==> src/rtl/vreg_pkg.sv <==
package vreg_pkg;

  typedef enum logic [2:0] {
    PH_IDLE,
    PH_SETUP,
    PH_HIGH,
    PH_LOW,
    PH_LOAD
  } phase_e;

  typedef enum logic [1:0] {
    CT_IDLE,
    CT_PICK,
    CT_SEND
  } ctrl_e;

endpackage

==> src/rtl/vreg_code_map.sv <==
module vreg_code_map #(
  parameter int unsigned FREQ_W  = 32,
  parameter int unsigned CODE_W  = 12,
  parameter int unsigned LO_KHZ  = 200000,
  parameter int unsigned MID_KHZ = 300000,
  parameter logic [CODE_W-1:0] LO_CODE  = 'hFFF,
  parameter logic [CODE_W-1:0] MID_CODE = 'hDE5,
  parameter logic [CODE_W-1:0] HI_CODE  = 'h325
) (
  input  logic [FREQ_W-1:0] freq_i,
  output logic [CODE_W-1:0] code_o
);

  localparam logic [FREQ_W-1:0] LO_LIM  = FREQ_W'(LO_KHZ);
  localparam logic [FREQ_W-1:0] MID_LIM = FREQ_W'(MID_KHZ);

  always_comb begin
    if (freq_i < LO_LIM)       code_o = LO_CODE;
    else if (freq_i < MID_LIM) code_o = MID_CODE;
    else                       code_o = HI_CODE;
  end

endmodule

==> src/rtl/vreg_step_sel.sv <==
module vreg_step_sel #(
  parameter int unsigned CODE_W = 12,
  parameter int unsigned STEP   = 256
) (
  input  logic [CODE_W-1:0] cur_i,
  input  logic [CODE_W-1:0] tgt_i,
  input  logic              force_i,
  output logic [CODE_W-1:0] next_o
);

  // one extra bit so target + step cannot wrap
  localparam int unsigned EXT_W = CODE_W + 1;
  localparam logic [EXT_W-1:0]  STEP_X = EXT_W'(STEP);
  localparam logic [CODE_W-1:0] STEP_C = CODE_W'(STEP);

  logic [EXT_W-1:0] cur_x, tgt_x;

  assign cur_x = {1'b0, cur_i};
  assign tgt_x = {1'b0, tgt_i};

  always_comb begin
    if (force_i)                    next_o = tgt_i;
    else if (cur_x + STEP_X < tgt_x) next_o = cur_i + STEP_C;
    else if (cur_x > tgt_x + STEP_X) next_o = cur_i - STEP_C;
    else                             next_o = tgt_i;
  end

endmodule

==> src/rtl/vreg_frame_tx.sv <==
module vreg_frame_tx
  import vreg_pkg::*;
#(
  parameter int unsigned CODE_W    = 12,
  parameter int unsigned PHASE_CYC = 100
) (
  input  logic              clk_i,
  input  logic              rst_ni,
  input  logic              launch_i,
  input  logic [CODE_W-1:0] code_i,
  output logic              sdata_o,
  output logic              sclk_o,
  output logic              sload_o,
  output logic              done_o
);

  localparam int unsigned TMR_W = (PHASE_CYC > 1) ? $clog2(PHASE_CYC) : 1;
  localparam int unsigned BIT_W = $clog2(CODE_W);
  localparam logic [TMR_W-1:0] TMR_LAST = TMR_W'(PHASE_CYC - 1);
  localparam logic [BIT_W-1:0] BIT_LAST = BIT_W'(CODE_W - 1);

  phase_e            phase_q;
  logic [TMR_W-1:0]  tmr_q;
  logic [BIT_W-1:0]  bit_q;
  logic [CODE_W-1:0] sh_q;
  logic              tmr_end;

  assign tmr_end = (tmr_q == TMR_LAST);

  always_ff @(posedge clk_i or negedge rst_ni) begin
    if (!rst_ni) begin
      phase_q <= PH_IDLE;
      tmr_q   <= '0;
      bit_q   <= '0;
      sh_q    <= '0;
    end else if (phase_q == PH_IDLE) begin
      if (launch_i) begin
        phase_q <= PH_SETUP;
        sh_q    <= code_i;
        bit_q   <= '0;
        tmr_q   <= '0;
      end
    end else if (!tmr_end) begin
      tmr_q <= tmr_q + 1'b1;
    end else begin
      tmr_q <= '0;
      unique case (phase_q)
        PH_SETUP: phase_q <= PH_HIGH;
        PH_HIGH:  phase_q <= PH_LOW;
        PH_LOW: begin
          if (bit_q == BIT_LAST) begin
            phase_q <= PH_LOAD;
          end else begin
            bit_q   <= bit_q + 1'b1;
            sh_q    <= {sh_q[CODE_W-2:0], 1'b0};
            phase_q <= PH_SETUP;
          end
        end
        PH_LOAD:  phase_q <= PH_IDLE;
        default:  phase_q <= PH_IDLE;
      endcase
    end
  end

  assign sclk_o  = (phase_q == PH_HIGH);
  assign sload_o = (phase_q == PH_LOAD);
  assign sdata_o = sh_q[CODE_W-1] &
                   ((phase_q == PH_SETUP) || (phase_q == PH_HIGH) || (phase_q == PH_LOW));
  assign done_o  = (phase_q == PH_LOAD) && tmr_end;

endmodule

==> src/rtl/vreg_step_loader.sv <==
module vreg_step_loader
  import vreg_pkg::*;
#(
  parameter int unsigned FREQ_W    = 32,
  parameter int unsigned CODE_W    = 12,
  parameter int unsigned STEP      = 256,
  parameter int unsigned LO_KHZ    = 200000,
  parameter int unsigned MID_KHZ   = 300000,
  parameter logic [CODE_W-1:0] LO_CODE  = 'hFFF,
  parameter logic [CODE_W-1:0] MID_CODE = 'hDE5,
  parameter logic [CODE_W-1:0] HI_CODE  = 'h325,
  parameter int unsigned PHASE_CYC = 100
) (
  input  logic              clk_i,
  input  logic              rst_ni,
  input  logic              start_i,
  input  logic [FREQ_W-1:0] freq_khz_i,
  input  logic              force_i,
  output logic              busy_o,
  output logic              done_o,
  output logic              ser_data_o,
  output logic              ser_clk_o,
  output logic              ser_load_o
);

  ctrl_e             ctrl_q;
  logic [CODE_W-1:0] tgt_q, cur_q, frame_q;
  logic              force_q, done_q;
  logic [CODE_W-1:0] map_code, nxt_code;
  logic              tx_launch, tx_done;

  vreg_code_map #(
    .FREQ_W  (FREQ_W),
    .CODE_W  (CODE_W),
    .LO_KHZ  (LO_KHZ),
    .MID_KHZ (MID_KHZ),
    .LO_CODE (LO_CODE),
    .MID_CODE(MID_CODE),
    .HI_CODE (HI_CODE)
  ) i_map (
    .freq_i(freq_khz_i),
    .code_o(map_code)
  );

  vreg_step_sel #(
    .CODE_W(CODE_W),
    .STEP  (STEP)
  ) i_step (
    .cur_i  (cur_q),
    .tgt_i  (tgt_q),
    .force_i(force_q),
    .next_o (nxt_code)
  );

  assign tx_launch = (ctrl_q == CT_PICK);

  vreg_frame_tx #(
    .CODE_W   (CODE_W),
    .PHASE_CYC(PHASE_CYC)
  ) i_tx (
    .clk_i   (clk_i),
    .rst_ni  (rst_ni),
    .launch_i(tx_launch),
    .code_i  (nxt_code),
    .sdata_o (ser_data_o),
    .sclk_o  (ser_clk_o),
    .sload_o (ser_load_o),
    .done_o  (tx_done)
  );

  always_ff @(posedge clk_i or negedge rst_ni) begin
    if (!rst_ni) begin
      ctrl_q  <= CT_IDLE;
      tgt_q   <= '0;
      cur_q   <= '0;
      frame_q <= '0;
      force_q <= 1'b0;
      done_q  <= 1'b0;
    end else begin
      done_q <= 1'b0;
      unique case (ctrl_q)
        CT_IDLE: begin
          if (start_i) begin
            tgt_q   <= map_code;
            force_q <= force_i;
            ctrl_q  <= CT_PICK;
          end
        end
        CT_PICK: begin
          frame_q <= nxt_code;
          force_q <= 1'b0;
          ctrl_q  <= CT_SEND;
        end
        CT_SEND: begin
          if (tx_done) begin
            cur_q <= frame_q;
            if (frame_q == tgt_q) begin
              done_q <= 1'b1;
              ctrl_q <= CT_IDLE;
            end else begin
              ctrl_q <= CT_PICK;
            end
          end
        end
        default: ctrl_q <= CT_IDLE;
      endcase
    end
  end

  assign busy_o = (ctrl_q != CT_IDLE);
  assign done_o = done_q;

endmodule

==> config.mk <==
export PLATFORM = sky130hd
export DESIGN_NAME = vreg_step_loader
export DESIGN_NICKNAME = d
export VERILOG_FILES = /design/src/rtl/vreg_pkg.sv /design/src/rtl/vreg_code_map.sv /design/src/rtl/vreg_step_sel.sv /design/src/rtl/vreg_frame_tx.sv /design/src/rtl/vreg_step_loader.sv
export SDC_FILE = /design/constraint.sdc
export NUM_CORES = 1
export LEC_CHECK = 0
export BUFFER_PORTS_ARGS = -buffer_cell sky130_fd_sc_hd__buf_4
export CAP_MARGIN = 10
export CORE_UTILIZATION = 58
export DETAILED_ROUTE_END_ITERATION = 7
export MAX_ROUTING_LAYER = met4
export PLACE_DENSITY_LB_ADDON = 0.1
export SLEW_MARGIN = 20
export SYNTH_ARGS = -nofsm -noshare
export SYNTH_HDL_FRONTEND = slang
export SYNTH_SLANG_ARGS = --single-unit
==> constraint.sdc <==
create_clock -name clk_i -period 3.6 [get_ports clk_i]
set_input_delay 0.18 -clock clk_i [delete_from_list [all_inputs] [get_ports clk_i]]
set_output_delay 0.18 -clock clk_i [all_outputs]
set_load 0.01 [all_outputs]
==> results of run 1 <==
==> worst paths after layout <==
check,depth (start not counted),slack [ns],endpoint
setup / recovery,12,0.48,i_tx.sh_q[7]
hold / removal,3,0.05,force_q
setup reg to reg,12,0.48,i_tx.sh_q[7]
hold reg to reg,2,0.49,i_tx.sh_q[8]
max in group asynchronous,2,2.69,tgt_q[10]
min in group asynchronous,2,0.43,i_tx.phase_q[1]
==> registers in the layout (all words and copies together) (netlist names) <==
signal and cells:
tgt_q 4, i_tx.tmr_q 7, i_tx.phase_q 3, i_tx.sh_q 12, ctrl_q 2, i_tx.bit_q 4, done_o 1, cur_q 12
force_q 1, frame_q 12
==> Yosys cell counts (all sizes together), types with 2 or more instances <==
library cell,n
xor2,4
nor4b,3
ha,22
inv,14
nand4,5
o31ai,2
nor2b,2
a211o,3
nor2,16
nand2b,4
mux2i,9
clkbuf,15
or3,2
and3,12
nand3,20
nand4b,3
o21ai,43
nor3,9
dfrtp,58
o22a,2
buf,2
o21a,3
a32o,2
nor4,3
a21oi,13
nand2,73
xnor2,3
or2,2
a211oi,2
a21o,2
o211ai,9
o31a,2
or4,3
nor3b,2
==> final cells by class <==
class,instances,area [sq um]
Tap cell,72,90.09
Inverter,14,52.55
Sequential cell,58,1451
Clock buffer,11,141.4
Timing Repair Buffer,39,295.3
Clock inverter,5,77.57
Fill cell,426,1649
Multi-Input combinational cell,290,1817
==> where the power goes <==
group          switching (mW)  total, mW  internal, mW  leakage, nW
Combinational           0.377      0.645         0.268         1.02
Clock                   0.260      0.667         0.406        0.109
Sequential              0.154      0.961         0.807        0.764
==> per-layer routing <==
metal,vias to the layer above,wire [um],track usage
li1,1420,-,-
met3,14,341,0.04884
met5,-,0,-
met4,0,110,0.1056
met1,1385,3562,0.3721
met2,58,3524,0.4139
==> worst reg2reg max path, delay by kind of cell, from the launching register on <==
kind            cells  cell delay (ns)
simple gates        2             0.44
fa+ha+maj           3             0.82
compound gates      4             0.74
mux                 1             0.26
buf+inv             2             0.24
flops               1             0.50
==> per-stage QoR <==
step / setup slack [ns] / hold slack [ns] / cells / area, sq um / utilization
2_1_floorplan: 0.9079 / -0.1156 / 379 / 3395 / -
3_3_place_gp: 0.6038 / 0.2877 / 472 / 3696 / 0.6631
3_5_place_dp: 0.4911 / 0.2817 / 472 / 3696 / 0.6631
4_1_cts: 0.4765 / 0.05091 / 489 / 3925 / 0.7042
5_1_grt: 0.3531 / 0.1036 / 489 / 3925 / 0.7042
6_report: 0.4788 / 0.05299 / 489 / 3925 / 0.7042
==> logic make-up after synthesis <==
family / synth area share
adders and majority gates: 0.08109
and+or+nand+nor: 0.2400
buffers and inverters: 0.03722
AOI/OAI and AO/OA: 0.1696
DFF: 0.4276
muxes: 0.02654
xor gates and xnor gates: 0.01806
==> what timing repair did <==
item,in CTS,in global routing
hold buffers,1,0
endpoints found under the setup margin,0,0
hold endpoints to repair,58,0
==> results.cfg, run 1 <==
[global_routing]
grt_overflow_total = 0
grt_pass1_vias = 2853
grt_first_pass_wirelength_um = 12870
grt_usage = 0.2760
grt_max_degree = 59
grt_antenna_before_repair = 0

[synthesis]
syn_area_sq_mm = 0.003395
async_flop_share = 1.000
ys_warn_count = 0
syn_nets = 437
synth_edf_count = 0
synth_cell_types = 54
yosysSeqAreaShare = 0.4276
synth_ff_type = dfrtp_1
netlist_instances = 379
synth_top_area_frac = 0.4276
ys_top_cells_by_area = dfrtp_1, ha_1, nand2_1, o21ai_0, nand3_1
synth.avg_cell_area_sq_um = 8.956
ys_seq_elements = 58
yosysTopAreaCell = dfrtp_1

[timing]
setup_tns_ns = 0
report.final.slew_viol_count = 0
finClkSkew_ns = 0.01035
tightest_slew_ns = 0.7806
slew_headroom = 0.4783
min_period_ns = 3.121
rsz0062_at_grt = no
max_freq_ghz = 0.3204
finalHoldViolCount = 0
fin_crit_sh = 0.8670
finalSetupViolations = 0

[worst_setup_path]
crit_arrival_ns = 3.31
crit_chain = ha_1 > ha_1 > inv_1 > ha_1 > and4b_1 > and2b_2 > o311a_4 > o31ai_4 > a21oi_2 > buf_4 > mux2i_1 > o211ai_1
worst_path_max_delay_cell = dfrtp_1
crit_path_end_kind = flop
critPathBufInv = 2
crit_top_cell = ha_1
cp_max_fo = 10
slowest_delay_ns = 0.50
crit_required_ns = 3.79
path_class = flop to flop
startpoint = tgt_q[8]
r2r_start = tgt_q[8]
start_kind = flop
critPathTopFamily = adder cells

[power]
ir_drop_mv = 0.3290
powerDensity_mw_per_mm2 = 579.1
leakagePower_nw = 1.898
power.total_mw = 2.273

[drt]
drt_iter0_markers = 163
via_count = 2877
routedWlPerCell_um = 15.42
wl_um = 7538
ant_nets = 0
first_pass_iters = 4
viasPerCell = 5.883
post-route-drc-count = 0

[cells_and_area]
final_cell_mix = nand2_1, dfrtp_1, buf_4
syn2layout_area_growth_pct = 15.63
final_common_cell = nand2_1
layout.nets = 470
drive_above_1_share = 0.1583
n_antenna_cell = 0

[clocking]
clk_pin_slew_ns = 0.07
h-tree-depth = 3
cts-resized-gates = 0
insertion_delay_ns = 0.33
root_buffer = clkbuf_8
cts_setup_buffers = 0
cts_inserted_buffers = 9
cts_num_sinks = 58
cts_tree = yes
cts_buffer_depth = 2

[placement]
gp_congestion = 0.8491
portBuffers = 35
hpwl_um = 5523

[floorplan]
fp.dieArea_sq_mm = 0.006162
io_pins = 41
die_w_um = 78.50
coreArea_sq_mm = 0.005574
dieHeight_um = 78.50
core.rowCount = 27
initial_core_util = 0.6090

[job]
maxCapViolCount = 0

[run_status]
outcome = completed

[min_path]
holdCritStartpoint = force_i
min_path_type = input port to flop
No activity file was read; power rests on OpenSTA's default activity.
==> run 2: changes to the inputs <==
Settings changed: CORE_UTILIZATION 58 to 50.
==> results.cfg, run 2 (synthesis results as in run 1) <==
[run_status]
outcome = finished with violations
violations = DRC

[min_path]
holdCritStartpoint = force_i
hold_path_depth = 3
min_to = force_q
min_path_type = input port to flop

[clocking]
cts_buffer_depth = 2
cts_num_sinks = 58
clk_pin_slew_ns = 0.06
cts-resized-gates = 0
insertion_delay_ns = 0.33
cts_setup_buffers = 0
cts_inserted_buffers = 9
h-tree-depth = 3
cts_tree = yes
root_buffer = clkbuf_8

[worst_setup_path]
ff2ff_setup_slack_ns = 0.50
crit_required_ns = 3.79
r2r_end = i_tx.sh_q[6]
critPathBufInv = 2
worst_path_max_delay_cell = dfrtp_1
rr_worst_depth = 12
critPathTopFamily = adder cells
crit_arrival_ns = 3.29
crit_path_end_kind = flop
crit_chain = ha_1 > ha_1 > inv_1 > ha_1 > and4b_1 > and2b_2 > o311a_4 > o31ai_4 > a21oi_2 > buf_4 > mux2i_1 > o211ai_1
r2r_start = tgt_q[8]
crit_top_cell = ha_1
start_kind = flop
cp_max_fo = 10
path_class = flop to flop
slowest_delay_ns = 0.49

[timing]
tightest_slew_ns = 0.8033
finalHoldViolCount = 0
fin_crit_sh = 0.8615
report.final.slew_viol_count = 0
rsz0062_at_grt = no
finalSetupViolations = 0
slew_headroom = 0.4632
setup_tns_ns = 0
max_freq_ghz = 0.3224
finClkSkew_ns = 0.008541
min_period_ns = 3.101
timing.hold.ws_ns = 0.07417

[cells_and_area]
postLayoutCellArea_sq_mm = 0.003916
fin_util = 0.6064
drive_above_1_share = 0.1563
syn2layout_area_growth_pct = 15.37
top_regs = cur_q x12, frame_q x12, i_tx.sh_q x12
final_cell_mix = nand2_1, dfrtp_1, buf_4
n_antenna_cell = 0
layout.nets = 470
final_common_cell = nand2_1

[job]
maxCapViolCount = 0

[drt]
viasPerCell = 5.767
routedWlPerCell_um = 15.24
drt_iter0_markers = 145
ant_nets = 0
first_pass_iters = 6
via_count = 2843
post-route-drc-count = 4
wl_um = 7513

[floorplan]
coreArea_sq_mm = 0.006459
dieHeight_um = 84.40
core.rowCount = 29
io_pins = 41
initial_core_util = 0.5256
die_w_um = 84.40
fp.dieArea_sq_mm = 0.007123

[placement]
hpwl_um = 5467
portBuffers = 35
place_area_sq_mm = 0.003702
gp_congestion = 0.8363

[global_routing]
grt_pass1_vias = 2766
grt_antenna_before_repair = 0
grt_usage = 0.2338
grt_first_pass_wirelength_um = 12890
grt_max_degree = 59
grt_overflow_total = 0

[power]
leakagePower_nw = 1.894
power.total_mw = 2.225
powerDensity_mw_per_mm2 = 568.1
ir_drop_mv = 0.2762
==> run 2: cell types whose count changed in the layout (fill, tap and decap cells not counted), sizes merged <==
cell / previous run / this run
clkbuf: 11 / 13
bufinv: 2 / 1
clkinv: 2 / 1
clkinvlp: 1 / 0
==> run 2: worst max-delay path by stage <==
| stage | start | to | slack, ns | cells past startpoint |
|---|---|---|---|---|
| 2_1_floorplan | tgt_q[8] | i_tx.sh_q[4] | 0.91 | 12 |
| 3_3_place_gp | tgt_q[8] | i_tx.sh_q[6] | 0.59 | 12 |
| 3_5_place_dp | tgt_q[8] | i_tx.sh_q[7] | 0.50 | 12 |
| 4_1_cts | tgt_q[8] | i_tx.sh_q[6] | 0.48 | 12 |
| 5_1_grt | tgt_q[8] | i_tx.sh_q[7] | 0.33 | 12 |
| 6_report | tgt_q[8] | i_tx.sh_q[6] | 0.50 | 12 |
==> run 2: power by group <==
part	switching (mW)	total [mW]	internal, mW
Combinational	0.380	0.649	0.269
Clock	0.241	0.613	0.372
Sequential	0.155	0.963	0.808
Total	0.777	2.22	1.45
==> run 2: cell type report <==
type | instances | area [sq um]
inverters | 14 | 52.55
repair buffers | 39 | 295.3
clock inverters | 2 | 35.03
well taps | 77 | 96.34
fillers | 566 | 2542
multi-input cells | 290 | 1817
flip-flops and latches | 58 | 1451
clock buffers | 13 | 168.9
==> run 2: timing repair <==
| action | CTS | global route |
|---|---|---|
| endpoints found under the setup margin | 0 | 0 |
| hold buffers | 1 | 0 |
| endpoints found under the hold margin | 58 | 0 |
==> run 2: metal layers <==
metal,vias up,track usage,share of wire
met2,54,0.3696,0.46
met3,11,0.04228,0.038
li1,1424,-,-
met1,1354,0.3096,0.49
met5,-,-,0
met4,0,0.06780,0.011
==> run 2: stage by stage <==
stage                     cells  setup WS, ns
final                       493        0.4986
after global routing        493        0.3256
after CTS                   493        0.4791
after global placement      477        0.5922
after detailed placement    477        0.4982
after floorplan             379        0.9079
==> run 2: worst reg2reg max path: cells and delay by family (launching register included) <==
kind,cells,cell delay [ns]
buf+inv,2,0.24
fa+ha+maj,3,0.81
flops,1,0.49
compound gates,4,0.71
mux,1,0.27
simple gates,2,0.45
